==> src/rtl/qlin_pkg.sv <==
`timescale 1ns/1ps
package qlin_pkg;
  localparam int EXP_W      = 2;
  localparam int MANT_W     = 5;
  localparam int CAP_W      = 2;
  localparam int N_RANGE    = 1 << EXP_W;
  localparam int N_SEC      = 5;
  localparam int GAIN       = 5;
  localparam int NOM_W      = 17;
  localparam int SLOPE_W    = 12;
  localparam int SLOPE_FRAC = 8;
  localparam int OFS_W      = 16;
  localparam int DATA_W     = 16;
  localparam int ADDR_W     = EXP_W + 1;
  localparam int OUT_W      = NOM_W + SLOPE_W - SLOPE_FRAC + 1;

  // number of codes in section s (outer sections one code longer)
  function automatic int sec_len(input int s);
    return (s == 0 || s == N_SEC - 1) ? 7 : 6;
  endfunction

  // first mantissa code of section s
  function automatic int sec_first(input int s);
    int acc = 0;
    for (int k = 0; k < s; k++) acc += sec_len(k);
    return acc;
  endfunction

  // bin position (base bins) where section s begins
  function automatic int sec_start(input int s);
    int acc = 0;
    for (int k = 0; k < s; k++) acc += sec_len(k) * (k + 1);
    return acc;
  endfunction

  function automatic int range_span();
    return sec_start(N_SEC);
  endfunction

  function automatic int pow_gain(input int r);
    int g = 1;
    for (int k = 0; k < r; k++) g *= GAIN;
    return g;
  endfunction

  // base-bin position where range r begins
  function automatic int range_first(input int r);
    int acc = 0;
    for (int k = 0; k < r; k++) acc += range_span() * pow_gain(k);
    return acc;
  endfunction
endpackage

==> src/rtl/qlin_decode.sv <==
`timescale 1ns/1ps
module qlin_decode
  import qlin_pkg::*;
#(
  parameter int P_EXP_W  = EXP_W,
  parameter int P_MANT_W = MANT_W,
  parameter int P_NOM_W  = NOM_W
) (
  input  logic [P_EXP_W-1:0]  exp_i,
  input  logic [P_MANT_W-1:0] mant_i,
  input  logic                cal_mode_i,
  output logic [P_NOM_W-1:0]  nom_o
);
  localparam int NR = 1 << P_EXP_W;

  int w, first, sstart, g, rbase, pos2, half_units;

  always_comb begin
    w = 1; first = 0; sstart = 0;
    for (int s = 0; s < N_SEC; s++) begin
      if (int'(mant_i) >= sec_first(s)) begin
        w      = s + 1;
        first  = sec_first(s);
        sstart = sec_start(s);
      end
    end
    g = 1; rbase = 0;
    for (int r = 0; r < NR; r++) begin
      if (int'(exp_i) == r) begin
        g     = pow_gain(r);
        rbase = range_first(r);
      end
    end
    // bin centre in half base bins
    pos2       = 2 * (sstart + (int'(mant_i) - first) * w) + w;
    half_units = 2 * rbase + g * pos2;
    nom_o      = cal_mode_i ? P_NOM_W'(half_units) : P_NOM_W'(3 * half_units);
  end
endmodule

==> src/rtl/qlin_calbank.sv <==
`timescale 1ns/1ps
module qlin_calbank
  import qlin_pkg::*;
#(
  parameter int P_EXP_W   = EXP_W,
  parameter int P_SLOPE_W = SLOPE_W,
  parameter int P_OFS_W   = OFS_W,
  parameter int P_DATA_W  = DATA_W,
  parameter int P_FRAC    = SLOPE_FRAC
) (
  input  logic                 clk,
  input  logic                 rst,
  input  logic                 we_i,
  input  logic [P_EXP_W:0]     addr_i,
  input  logic [P_DATA_W-1:0]  wdata_i,
  input  logic [P_EXP_W-1:0]   rd_range_i,
  output logic [P_SLOPE_W-1:0] slope_o,
  output logic [P_OFS_W-1:0]   ofs_o
);
  localparam int NR = 1 << P_EXP_W;
  localparam logic [P_SLOPE_W-1:0] UNITY = P_SLOPE_W'(1 << P_FRAC);

  logic [P_SLOPE_W-1:0] slope_q [NR];
  logic [P_OFS_W-1:0]   ofs_q   [NR];

  always_ff @(posedge clk) begin
    if (rst) begin
      for (int r = 0; r < NR; r++) begin
        slope_q[r] <= UNITY;
        ofs_q[r]   <= '0;
      end
    end else if (we_i) begin
      if (addr_i[P_EXP_W]) ofs_q[addr_i[P_EXP_W-1:0]]   <= wdata_i[P_OFS_W-1:0];
      else                 slope_q[addr_i[P_EXP_W-1:0]] <= wdata_i[P_SLOPE_W-1:0];
    end
  end

  assign slope_o = slope_q[rd_range_i];
  assign ofs_o   = ofs_q[rd_range_i];
endmodule

==> src/rtl/qlin_scale.sv <==
`timescale 1ns/1ps
module qlin_scale
  import qlin_pkg::*;
#(
  parameter int P_NOM_W   = NOM_W,
  parameter int P_SLOPE_W = SLOPE_W,
  parameter int P_FRAC    = SLOPE_FRAC,
  parameter int P_OFS_W   = OFS_W,
  parameter int P_OUT_W   = OUT_W
) (
  input  logic [P_NOM_W-1:0]   nom_i,
  input  logic [P_SLOPE_W-1:0] slope_i,
  input  logic [P_OFS_W-1:0]   ofs_i,
  output logic [P_OUT_W-1:0]   q_o
);
  localparam int PW = P_NOM_W + P_SLOPE_W;

  logic [PW-1:0]         prod;
  logic [PW-P_FRAC-1:0]  scaled;

  assign prod   = {{P_SLOPE_W{1'b0}}, nom_i} * {{P_NOM_W{1'b0}}, slope_i};
  assign scaled = prod[PW-1:P_FRAC];
  assign q_o    = {{(P_OUT_W-(PW-P_FRAC)){1'b0}}, scaled}
                + {{(P_OUT_W-P_OFS_W){ofs_i[P_OFS_W-1]}}, ofs_i};
endmodule

==> src/rtl/qlin_top.sv <==
`timescale 1ns/1ps
module qlin_top
  import qlin_pkg::*;
#(
  parameter int P_EXP_W  = EXP_W,
  parameter int P_MANT_W = MANT_W,
  parameter int P_CAP_W  = CAP_W,
  parameter int P_DATA_W = DATA_W,
  parameter int P_OUT_W  = OUT_W
) (
  input  logic                       clk,
  input  logic                       rst,
  input  logic                       in_valid,
  input  logic [P_EXP_W-1:0]         in_exp,
  input  logic [P_MANT_W-1:0]        in_mant,
  input  logic [P_CAP_W-1:0]         in_cap,
  input  logic                       cal_mode,
  input  logic                       cfg_we,
  input  logic [P_EXP_W:0]           cfg_addr,
  input  logic [P_DATA_W-1:0]        cfg_wdata,
  output logic                       out_valid,
  output logic signed [P_OUT_W-1:0]  out_q,
  output logic [P_CAP_W-1:0]         out_cap
);
  logic [NOM_W-1:0]   nom_d, s1_nom;
  logic [P_EXP_W-1:0] s1_exp;
  logic [P_CAP_W-1:0] s1_cap;
  logic               s1_valid;
  logic [SLOPE_W-1:0] slope;
  logic [OFS_W-1:0]   ofs;
  logic [P_OUT_W-1:0] q_d;

  qlin_decode #(.P_EXP_W(P_EXP_W), .P_MANT_W(P_MANT_W), .P_NOM_W(NOM_W)) u_dec (
    .exp_i(in_exp), .mant_i(in_mant), .cal_mode_i(cal_mode), .nom_o(nom_d)
  );

  // stage 1: nominal decode
  always_ff @(posedge clk) begin
    if (rst) begin
      s1_valid <= 1'b0;
      s1_nom   <= '0;
      s1_exp   <= '0;
      s1_cap   <= '0;
    end else begin
      s1_valid <= in_valid;
      s1_nom   <= nom_d;
      s1_exp   <= in_exp;
      s1_cap   <= in_cap;
    end
  end

  qlin_calbank #(.P_EXP_W(P_EXP_W), .P_DATA_W(P_DATA_W)) u_cal (
    .clk(clk), .rst(rst), .we_i(cfg_we), .addr_i(cfg_addr), .wdata_i(cfg_wdata),
    .rd_range_i(s1_exp), .slope_o(slope), .ofs_o(ofs)
  );

  qlin_scale #(.P_OUT_W(P_OUT_W)) u_scl (
    .nom_i(s1_nom), .slope_i(slope), .ofs_i(ofs), .q_o(q_d)
  );

  // stage 2: calibrated result
  always_ff @(posedge clk) begin
    if (rst) begin
      out_valid <= 1'b0;
      out_q     <= '0;
      out_cap   <= '0;
    end else begin
      out_valid <= s1_valid;
      out_q     <= q_d;
      out_cap   <= s1_cap;
    end
  end
endmodule

==> config.mk <==
export PLATFORM = sky130hd
export DESIGN_NAME = qlin_top
export DESIGN_NICKNAME = d
export VERILOG_FILES = /design/src/rtl/qlin_pkg.sv /design/src/rtl/qlin_decode.sv /design/src/rtl/qlin_calbank.sv /design/src/rtl/qlin_scale.sv /design/src/rtl/qlin_top.sv
export SDC_FILE = /design/constraint.sdc
export NUM_CORES = 1
export LEC_CHECK = 0
export BUFFER_PORTS_ARGS = -buffer_cell sky130_fd_sc_hd__buf_2
export CAP_MARGIN = 20
export CELL_PAD_IN_SITES_DETAIL_PLACEMENT = 0
export CELL_PAD_IN_SITES_GLOBAL_PLACEMENT = 1
export CORE_ASPECT_RATIO = 1.5
export CORE_UTILIZATION = 35
export CTS_CLUSTER_SIZE = 20
export DETAILED_ROUTE_END_ITERATION = 12
export PLACE_DENSITY_LB_ADDON = 0.08
export SLEW_MARGIN = 0
export SYNTH_ARGS = -nofsm -noshare
export SYNTH_HDL_FRONTEND = slang
export SYNTH_HIERARCHICAL = 1
export SYNTH_SLANG_ARGS = --single-unit
export TNS_END_PERCENT = 20
==> constraint.sdc <==
create_clock -name clk -period 17.9 [get_ports clk]
set_clock_uncertainty 0.15 [all_clocks]
set_input_delay 3.58 -clock clk [delete_from_list [all_inputs] [get_ports clk]]
set_output_delay 3.58 -clock clk [all_outputs]
set_load 0.005 [all_outputs]
Word level (Yosys, flattened, before mapping)

Memories as Yosys holds them, arrays and structs flattened. A register that Yosys moved wholly into a read port is not among the register bits.
Cells that the tools add are included.

Flip-flop bits (word level): 45
RAM bits: 112
Word-level logic and storage cells: 62
Memories kept: 2

Memories:

| name          | words | width | read ports | clocked after Yosys merged registers in | wr ports | line               | source |
|---|---|---|---|---|---|---|---|
| u_cal.ofs_q   | 4     | 16    | 1          | 1                                       | 4        | qlin_calbank.sv:24 | `logic [P_OFS_W-1:0] ofs_q [NR];` |
| u_cal.slope_q | 4     | 12    | 1          | 1                                       | 4        | qlin_calbank.sv:23 | `logic [P_SLOPE_W-1:0] slope_q [NR];` |

$add $sub $neg: 5
Multiply operators: 4
Order comparisons: 4
Equality and inequality tests: 3
Mux-type cells: 36
Reduce and logical (&&, ||, !) cells: 2

Operators by type and width:

| operator              | count |
|---|---|
| $add 14x32->32        | 1 |
| $add 32x4->32         | 1 |
| $mul 3x32->17 const A | 1 |
| $mul 32x4->31         | 1 |
| $mul 8x32->32         | 1 |
| $add 7x31->31         | 1 |
| $mul 17x12->29        | 1 |
| $mux 12               | 2 |
| $add 21x22->22        | 1 |
| $mux 5                | 4 |
| $mux 17               | 1 |
| $mux 16               | 1 |
| $reduce_or 16->1      | 1 |
| $mux 7                | 2 |
| $mux 1                | 12 |
| $mux 2                | 6 |
| $mux 3                | 4 |
| $mux 6                | 2 |
| $reduce_or 12->1      | 1 |
| $ge 5x5->1 const B    | 2 |
| $mux 10               | 1 |
| $sub 5x5->6           | 1 |
| $ge 5x3->1 const B    | 1 |
| $ge 5x4->1 const B    | 1 |
| 3 further kinds       | 4 |

Logic depth before layout (Yosys ltp)

Gate-level depths: netlist (run 1).

Depth after elaboration: 13
Gate-level depth with buffers: 53
Gate-level depth less buffers: 53

Cells and area by module

Netlist (run 1), hierarchy kept.

Modules (own cells, without submodules):

| module       | instances | cells each | area each (µm²) |
|---|---|---|---|
| qlin_scale   | 1         | 909        | 7,479.7 |
| qlin_decode  | 1         | 729        | 6,099.6 |
| qlin_calbank | 1         | 323        | 4,835.9 |
| qlin_top     | 1         | 99         | 1,352.5 |

Worst setup path after synthesis (run 1)

Ideal clock, no wire load.

Path kind: input to register
Start point: in in_mant[2]
End point: reg s1_nom[16]
Arrival: 14.561 ns
Data required time: 17.632 ns
Setup slack: 3.072 ns
Stages on the path: 48
Buffers on the path: 1
Path through: a311oi_1 -> inv_1 -> nand2_1 -> clkbuf_1 -> ha_1 -> nor2b_1 -> o21ai_0 -> nand2b_1 -> fa_1 -> inv_1 -> nor2_1 -> ha_1 -> fa_1 -> fa_1 -> ha_1 -> ha_1 -> o21a_1 -> a21o_1 -> [... 12 more ...] -> fa_1 -> inv_1 -> fa_1 -> inv_1 -> ha_1 -> a31oi_1 -> nor2b_1 -> o21a_1 -> nor2_1 -> xnor2_1 -> ha_1 -> ha_1 -> nand2_1 -> o41ai_1 -> xnor2_1 -> nor2_1 -> xor3_1 -> nor2b_1

Cells in the longest elaborated chain, start to end: 13

RTL lines:

| element              | line              | source |
|---|---|---|
| start, declared      | qlin_top.sv:15    | `input logic [P_MANT_W-1:0] in_mant,` |
| $ge 5x3->1           | qlin_decode.sv:21 | `if (int'(mant_i) >= sec_first(s)) begin` |
| $mux 3               | qlin_decode.sv:21 |  |
| $mux 4               | qlin_decode.sv:21 |  |
| $mux 5 (2 in a row)  | qlin_decode.sv:21 |  |
| $sub 5x5->6          | qlin_decode.sv:35 | `pos2 = 2 * (sstart + (int'(mant_i) - first) * w) + w;` |
| $mul 32x4->31        | qlin_decode.sv:35 |  |
| $add 7x31->31        | qlin_decode.sv:35 |  |
| $add 32x4->32 (*)    | qlin_decode.sv:35 |  |
| $mul 8x32->32 (*)    | qlin_decode.sv:36 | `half_units = 2 * rbase + g * pos2;` |
| $add 14x32->32 (*)   | qlin_decode.sv:36 |  |
| $mul 3x32->17        | qlin_decode.sv:37 | `nom_o = cal_mode_i ? P_NOM_W'(half_units) : P_NOM_W'(3 * half_units);` |
| $mux 17 (*)          | qlin_decode.sv:37 |  |
| net nom_d[16]        | qlin_top.sv:25    | `logic [NOM_W-1:0] nom_d, s1_nom;` |
| end signal, assigned | qlin_top.sv:46    | `s1_nom <= nom_d;` |
| end, declared        | qlin_top.sv:25    |  |

Mark *: on every way through the listed nets, which the timed path passes. The rest lies on a longest branch.
A chain may end at the register's enable or synchronous reset.

Worst setup path in the final report (run 1)

Start point: in in_mant[0]
End point: reg s1_nom[16]

Same word-level chain as after synthesis.

==> results of run 1 <==
-- critical path, delay by kind of cell --
| kind | cells | cell delay (ps) |
|---|---|---|
| adder cells (fa/ha/maj) | 18 | 6850 |
| XOR/XNOR | 3 | 780 |
| buffers and inverters | 5 | 330 |
| AND/OR/NAND/NOR | 11 | 1910 |
| AO/OA/AOI/OAI | 7 | 2100 |
-- layer usage --
metal | routed length (microns) | global-route usage | up-vias
li1 | - | - | 6680
met2 | 30800 | 0.395 | 160
met3 | 1020 | 0.0194 | 56
met4 | 1380 | 0.0596 | 4
met1 | 20100 | 0.200 | 6962
met5 | 27 | 0 | -
-- area by class of cell --
class | instances | share of cell area
diodes | 1 | 0.000117
clock buffers | 22 | 0.0238
clock inverters | 10 | 0.00405
inverters | 366 | 0.0645
multi-input cells | 1461 | 0.646
flip-flops and latches | 159 | 0.202
well taps | 756 | 0.0444
repair buffers | 62 | 0.0152
-- cells by family after synthesis --
kind of cell             count (synthesis)  synth area share
AND/OR/NAND/NOR                        635             0.157
flip-flops                             159             0.218
adder cells (fa/ha/maj)                466             0.375
buffers and inverters                  440            0.0869
AO/OA/AOI/OAI                          232            0.0842
XOR/XNOR                                96            0.0449
multiplexers                            32            0.0341
-- layout by cell type (no fill, tap or decap), drive strengths merged, types with 10 or more instances in the layout --
cell / count
mux4: 28
xor2: 32
nor2: 175
ha: 254
nand2: 214
xnor2: 62
inv: 373
a21o: 40
nor2b: 57
clkbuf: 22
a21oi: 58
and2: 82
nand2b: 27
buf: 62
fa: 212
nor3: 21
o21ai: 41
a31oi: 10
dfxtp: 47
edfxtp: 112
nand3: 13
-- Yosys cell counts (8+ instances only) --
| library cell | n |
|---|---|
| a21o_1 | 39 |
| a31oi_1 | 8 |
| inv_1 | 366 |
| edfxtp_1 | 112 |
| clkbuf_1 | 54 |
| or3_1 | 9 |
| buf_2 | 11 |
| and2_1 | 81 |
| nand3_1 | 13 |
| xnor2_1 | 60 |
| fa_1 | 212 |
| mux4_2 | 28 |
| nor3_1 | 21 |
| o21ai_0 | 38 |
| nand2_1 | 213 |
| dfxtp_1 | 47 |
| ha_1 | 254 |
| nor2b_2 | 27 |
| o21bai_1 | 9 |
| a21oi_1 | 57 |
| nor2b_1 | 30 |
| nand2b_1 | 27 |
| a211oi_1 | 8 |
| xor2_1 | 32 |
| nor2_1 | 175 |
-- state kept, by name, summed over array words and instances, names as in the netlist --
signal,flops
u_cal/ofs_q,64
u_cal/slope_q,48
out_q,22
s1_nom,17
out_cap,2
s1_cap,2
s1_exp,2
out_valid,1
s1_valid,1
-- worst max path at each step --
stage | start | end | slack (ps) | depth (start not counted)
2_1_floorplan | in_mant[2] | s1_nom[16] | 3070 | 48
3_3_place_gp | in_mant[2] | s1_nom[16] | 2090 | 44
3_5_place_dp | in_mant[0] | s1_nom[16] | 1950 | 44
4_1_cts | in_mant[2] | s1_nom[16] | 2390 | 44
5_1_grt | in_mant[0] | s1_nom[16] | 1800 | 47
6_report | in_mant[0] | s1_nom[16] | 2500 | 44
-- through the flow --
| step | utilization | hold slack [ps] |
|---|---|---|
| final | 0.381 | 294 |
| after global placement | 0.371 | 280 |
| after detailed placement | 0.371 | 275 |
| after floorplan | - | 264 |
| after global routing | 0.381 | 312 |
| after CTS | 0.381 | 302 |
==> results.yml, run 1 <==
logic_synthesis:
  ys_seq_area_frac: 0.218
  synth_top_area_share: 0.215
  synth-seq-cells: 159
  post_synth_inst_count: 2060
  yosysTopAreaCell: "fa_1"
  synth_edf_count: 112
  synth.cell_area_sq_um: 19800
  synth.area.top_cells: "fa_1 21%, edfxtp_1 17%, ha_1 16%"
  async_flop_share: 0
  syn-num-nets: 2559
  synth_flop_cell: "edfxtp_1"
  yosysUniqueCellTypes: 91
  yosys_warnings: 6
  synth.avg_cell_area_sq_um: 9.60
routing:
  drcViolationCount: 0
  firstDrtPassIters: 4
  wl_mm: 53.3
  drt_iter0_markers: 483
  routed_via_density: 4.89
  wl_per_cell_microns: 18.8
  detail-route-antenna-nets: 0
  num_vias: 13900
clocking:
  numCtsBuffers: 17
  cts_resized: 0
  clkTransAtPathRegs_ps: 70
  clkLatencyLatePin_ps: 450
  clock_path_buffers: 2
  cts_root_buf: "clkbuf_16"
  cts_sinks: 159
  holdBufCountCts: 0
  cts_tree: "built"
  cts_setup_buffers: 0
  cts_max_level: 4
setup_path:
  critPathLaunchType: "input pin"
  crit_required_ps: 18050
  critPathArrivalTime_ps: 15550
  r2r_cells: 27
  crit_top_cell: "ha_1"
  worst-r2r-setup-slack_ps: 9060
  endpoint_kind: "flop"
  timing.rr.start: "s1_exp[0]"
  worstPathMaxFanout: 13
  path_class: "input pin to flop"
  regToRegEndpoint: "out_q[21]"
  cpMaxStageDelayCell: "fa_1"
  cp_slowest_stage_delay_ps: 550
timing:
  max_freq_mhz: 64.9
  setup_viol_count_final: 0
  rsz0062_at_grt: "no"
  tightest_slew_ps: 1040
  fin_crit_sh: 0.860
  final_hold_viol_count: 0
  relSlewSlack: 0.305
  drv_slew: 0
  tns_ps: 0
  fin_crit_ps: 15400
  setup_ws_ps: 2500
layout:
  drive_gt1_frac: 0.0923
  syn2layout_area_growth_pct: 7.75
  nNetsFinal: 2566
  fin_cells: 2837
  multi_input_area_sq_um: 13800
  fill_cells: 5728
  fin_area_sq_um: 21300
  regArea_sq_um: 4310
grt:
  grt_pass1_vias: 15200
  antenna_found_initial: 3
  track_usage: 0.193
  grt_pass1_wl_mm: 83.3
  grt_max_degree: 61
  overflow: 0
worst_hold_path:
  hold_depth: 1
  hold_end: "out_cap[1]"
  worstHoldStart: "s1_cap[1]"
  min_path_type: "flop to flop"
floorplanning:
  rows: 106
  die_w_microns: 196
  die_area_sq_um: 57500
  start_util: 0.354
  ioPinCount: 58
  coreArea_sq_um: 55800
  die_h_microns: 293
place:
  io_buffer_count: 57
  dpl_cell_area_sq_um: 20700
  globalplace.congestion: 0.771
  detailedPlace.worstSlack_ps: 1950
  dpl.cell_count: 2804
  dp_hpwl_mm: 41.6
status:
  outcome: "complete, no violations"
run:
  drv_cap: 0
Power of run 1 is left out: the tool's default activity adds up to more than one toggle a clock period on the data nets, which glitch-free logic cannot reach.
==> run 2: changes to the inputs <==
BUFFER_PORTS_ARGS = -buffer_cell sky130_fd_sc_hd__buf_4   (was -buffer_cell sky130_fd_sc_hd__buf_2)
==> run 2 against run 1 <==
Effect of this change:
- die area unchanged
- clock-buffer cell count unchanged
- highest routed layer is now met4
- non-clock buffer count increased by 1
- final area rose by 0.69%
- sequential share of layout area decreased by 0.14 points
==> results.yml, run 2 (synthesized netlist as in run 1, its figures left out) <==
place:
  dp_hpwl_mm: 41.8
  io_buffer_count: 57
  globalplace.congestion: 0.788
  detailedPlace.worstSlack_ps: 1980
routing:
  drcViolationCount: 0
  wl_per_cell_microns: 18.9
  drt_iter0_markers: 490
  wl_mm: 53.8
  num_vias: 13900
  firstDrtPassIters: 4
  detail-route-antenna-nets: 0
  routed_via_density: 4.91
timing:
  tns_ps: 0
  final_hold_viol_count: 0
  relSlewSlack: 0.388
  fin_crit_ps: 15340
  setup_ws_ps: 2560
  setup_viol_count_final: 0
  max_freq_mhz: 65.2
  rsz0062_at_grt: "no"
  drv_slew: 0
  tightest_slew_ps: 918
  fin_crit_sh: 0.857
layout:
  drive_gt1_frac: 0.0923
  reg_top3: "u_cal/ofs_q x64, u_cal/slope_q x48, out_q x22"
  regMostFlops: "u_cal/ofs_q"
  largest_register_ffs: 64
  final_cell_mix: "367 x inv_1, 254 x ha_1, 213 x nand2_1"
  fin_util: 0.384
  n_antenna_cell: 0
  syn2layout_area_growth_pct: 8.49
  fill_cells: 5700
  final_common_cell: "inv_1"
  nNetsFinal: 2567
clocking:
  clkTransAtPathRegs_ps: 70
  cts_tree: "built"
  cts_max_level: 4
  numCtsBuffers: 17
  cts_sinks: 159
  clkLatencyLatePin_ps: 450
  clock_path_buffers: 2
  cts_setup_buffers: 0
  cts_resized: 0
  cts_root_buf: "clkbuf_16"
  holdBufCountCts: 0
grt:
  grt_max_degree: 61
  overflow: 0
  grt_pass1_wl_mm: 84.8
  antenna_found_initial: 0
  grt_pass1_vias: 15500
  track_usage: 0.195
setup_path:
  critPathLaunchType: "input pin"
  crit_top_cell: "ha_1"
  critPathTopFamily: "adder cells"
  endpoint_kind: "flop"
  cp_slowest_stage_delay_ps: 550
  worstPathMaxFanout: 13
  critPathBufInv: 6
  critPathArrivalTime_ps: 15490
  path_class: "input pin to flop"
  cpMaxStageDelayCell: "fa_1"
  crit_required_ps: 18050
floorplanning:
  ioPinCount: 58
  die_w_microns: 196
  die_area_sq_um: 57500
  rows: 106
  coreArea_sq_um: 55800
  die_h_microns: 293
  start_util: 0.354
status:
  outcome: "complete, no violations"
worst_hold_path:
  min_path_type: "flop to flop"
run:
  drv_cap: 0
-- run 2: cell types whose count changed in the layout (fill, tap and decap cells not counted), moves of 2 or more --
cell / before / now
nand4bb_2: 2 / 0
buf_2: 57 / 0
nand4bb_1: 0 / 2
clkinv_4: 2 / 4
buf_4: 5 / 63
inv_6: 4 / 2
-- run 2: final cells by class --
class / count / area, sq um / area share
multi-input cells: 1461 / 13700 / 0.641
flip-flops and latches: 159 / 4310 / 0.201
inverters: 366 / 1370 / 0.0641
well taps: 756 / 946 / 0.0441
clock buffers: 22 / 510 / 0.0238
repair buffers: 63 / 473 / 0.0221
clock inverters: 10 / 90.1 / 0.00420
-- run 2: final timing paths --
kind | from | end | slack [ps] | depth (start not counted)
max | in_mant[0] | s1_nom[16] | 2560 | 47
min | s1_valid | out_valid | 290 | 1
max reg2reg | s1_exp[0] | out_q[21] | 9110 | 27
min reg2reg | s1_valid | out_valid | 290 | 1
-- run 2: metal layers --
metal,track usage,vias to the layer above,routed length (microns)
met2,0.399,156,31000
met1,0.200,7022,20100
met3,0.0187,61,1020
li1,-,6680,-
met4,0.0726,0,1630
met5,0,-,0
-- run 2: per-stage QoR --
step / hold WS (ps) / cells / instance area (sq um)
after floorplan: 264 / 2060 / 19800
after global placement: 282 / 2805 / 20800
after detailed placement: 279 / 2805 / 20800
after CTS: 292 / 2837 / 21400
after global routing: 301 / 2837 / 21400
final: 290 / 2837 / 21400
Power of run 2 is left out for the same reason.
==> run 3: changes to the inputs <==
CTS_CLUSTER_DIAMETER = 50   (was unset)
GPL_ROUTABILITY_DRIVEN = 0   (was unset)
clock period = 15.04 ns   (was 17.9 ns; I/O delays follow)
==> run 3 against run 2 <==
Effect of this change:
- routed wire length is 1.3% lower
- register-to-register slack worse by 2900 ps
- die area stayed put
- clock-buffer cell count is 3 lower
- worst hold slack better by 15 ps
- sequential cell count stayed put
- critical path depth is 1 higher
- utilization is 0.29 points higher
==> results.yml, run 3 (synthesized netlist as in run 1, its figures left out) <==
layout:
  regArea_sq_um: 4310
  n_antenna_cell: 0
  multi_input_area_sq_um: 13800
  fill_cells: 5735
  regMostFlops: "u_cal/ofs_q"
  final_common_cell: "inv_1"
  final_cell_mix: "366 x inv_1, 254 x ha_1, 213 x nand2_1"
  nNetsFinal: 2584
  syn2layout_area_growth_pct: 9.32
  largest_register_ffs: 64
  reg_top3: "u_cal/ofs_q x64, u_cal/slope_q x48, out_q x22"
  drive_gt1_frac: 0.102
setup_path:
  cp_slowest_stage_delay_ps: 550
  critPathLaunchType: "input pin"
  endpoint_kind: "flop"
  critPathArrivalTime_ps: 14420
  path_class: "input pin to flop"
  worstPathMaxFanout: 9
  crit_required_ps: 15190
  cpMaxStageDelayCell: "fa_1"
  crit_top_cell: "ha_1"
routing:
  detail-route-antenna-nets: 0
  firstDrtPassIters: 4
  drt_iter0_markers: 427
  routed_via_density: 4.85
  num_vias: 13800
  wl_per_cell_microns: 18.6
  drcViolationCount: 0
  wl_mm: 53.0
status:
  outcome: "complete, no violations"
clocking:
  cts_setup_buffers: 0
  numCtsBuffers: 17
  cts_sinks: 159
  clkTransAtPathRegs_ps: 70
  cts_root_buf: "clkbuf_16"
  cts_max_level: 4
  clkLatencyLatePin_ps: 450
  cts_tree: "built"
  holdBufCountCts: 0
  clock_path_buffers: 2
floorplanning:
  start_util: 0.354
  rows: 106
  die_area_sq_um: 57500
  coreArea_sq_um: 55800
  ioPinCount: 58
  die_w_microns: 196
  die_h_microns: 293
timing:
  whs_ps: 304
  tightest_slew_ps: 902
  relSlewSlack: 0.399
  final_hold_viol_count: 0
  fin_crit_ps: 14270
  max_freq_mhz: 70.1
  drv_slew: 0
  setup_viol_count_final: 0
  fin_crit_sh: 0.949
grt:
  grt_max_degree: 61
  grt_pass1_vias: 15400
  track_usage: 0.193
  grt_pass1_wl_mm: 84.0
  overflow: 0
  antenna_found_initial: 0
place:
  dp_hpwl_mm: 41.6
  io_buffer_count: 57
run:
  drv_cap: 0
worst_hold_path:
  min_path_type: "flop to flop"
run 3: layout make-up:
type,instances,share of cell area
clock inverter,13,0.00602
tap,756,0.0438
timing repair buffer,80,0.0278
inverter,366,0.0636
clock buffer,19,0.0220
sequential,159,0.199
multi-input combinational,1461,0.638
run 3: critical path: cells and delay by family:
| family | cells | cell delay [ps] |
|---|---|---|
| AOI/OAI and AO/OA | 8 | 1830 |
| xor gates and xnor gates | 4 | 650 |
| adders and majority gates | 19 | 7110 |
| buffers and inverters | 7 | 550 |
| and+or+nand+nor | 10 | 1240 |
run 3: path summary, 6_finish.rpt:
check                   from         end  slack (ps)  cells past startpoint
hold reg to reg    s1_cap[1]  out_cap[1]         300                      1
setup reg to reg   s1_exp[0]   out_q[21]        6230                     27
setup / recovery  in_mant[2]  s1_nom[16]         770                     48
hold / removal     s1_cap[1]  out_cap[1]         300                      1
run 3: per-stage QoR:
step	util	setup TNS, ps	instances	cell area (sq um)	worst slack, ps
2_1_floorplan	-	0	2060	19800	784
4_1_cts	0.386	0	2854	21600	523
6_report	0.387	0	2854	21600	769
3_3_place_gp	0.376	0	2822	21000	178
3_5_place_dp	0.376	0	2822	21000	59.2
5_1_grt	0.387	-43.2	2854	21600	-43.2
run 3: metal layers:
layer,vias to the layer above,global-route usage,wire length [microns]
li1,6703,-,-
met3,42,0.0171,954
met4,0,0.0473,955
met5,-,0,0
met2,138,0.397,31000
met1,6954,0.204,20200
run 3: repair_timing:
| item | CTS | global route |
|---|---|---|
| endpoints found under the hold margin | 0 | 0 |
| endpoints found under the setup margin | 0 | 1 |
| gates resized for setup | 0 | 5 |
Power of run 3 is left out for the same reason.
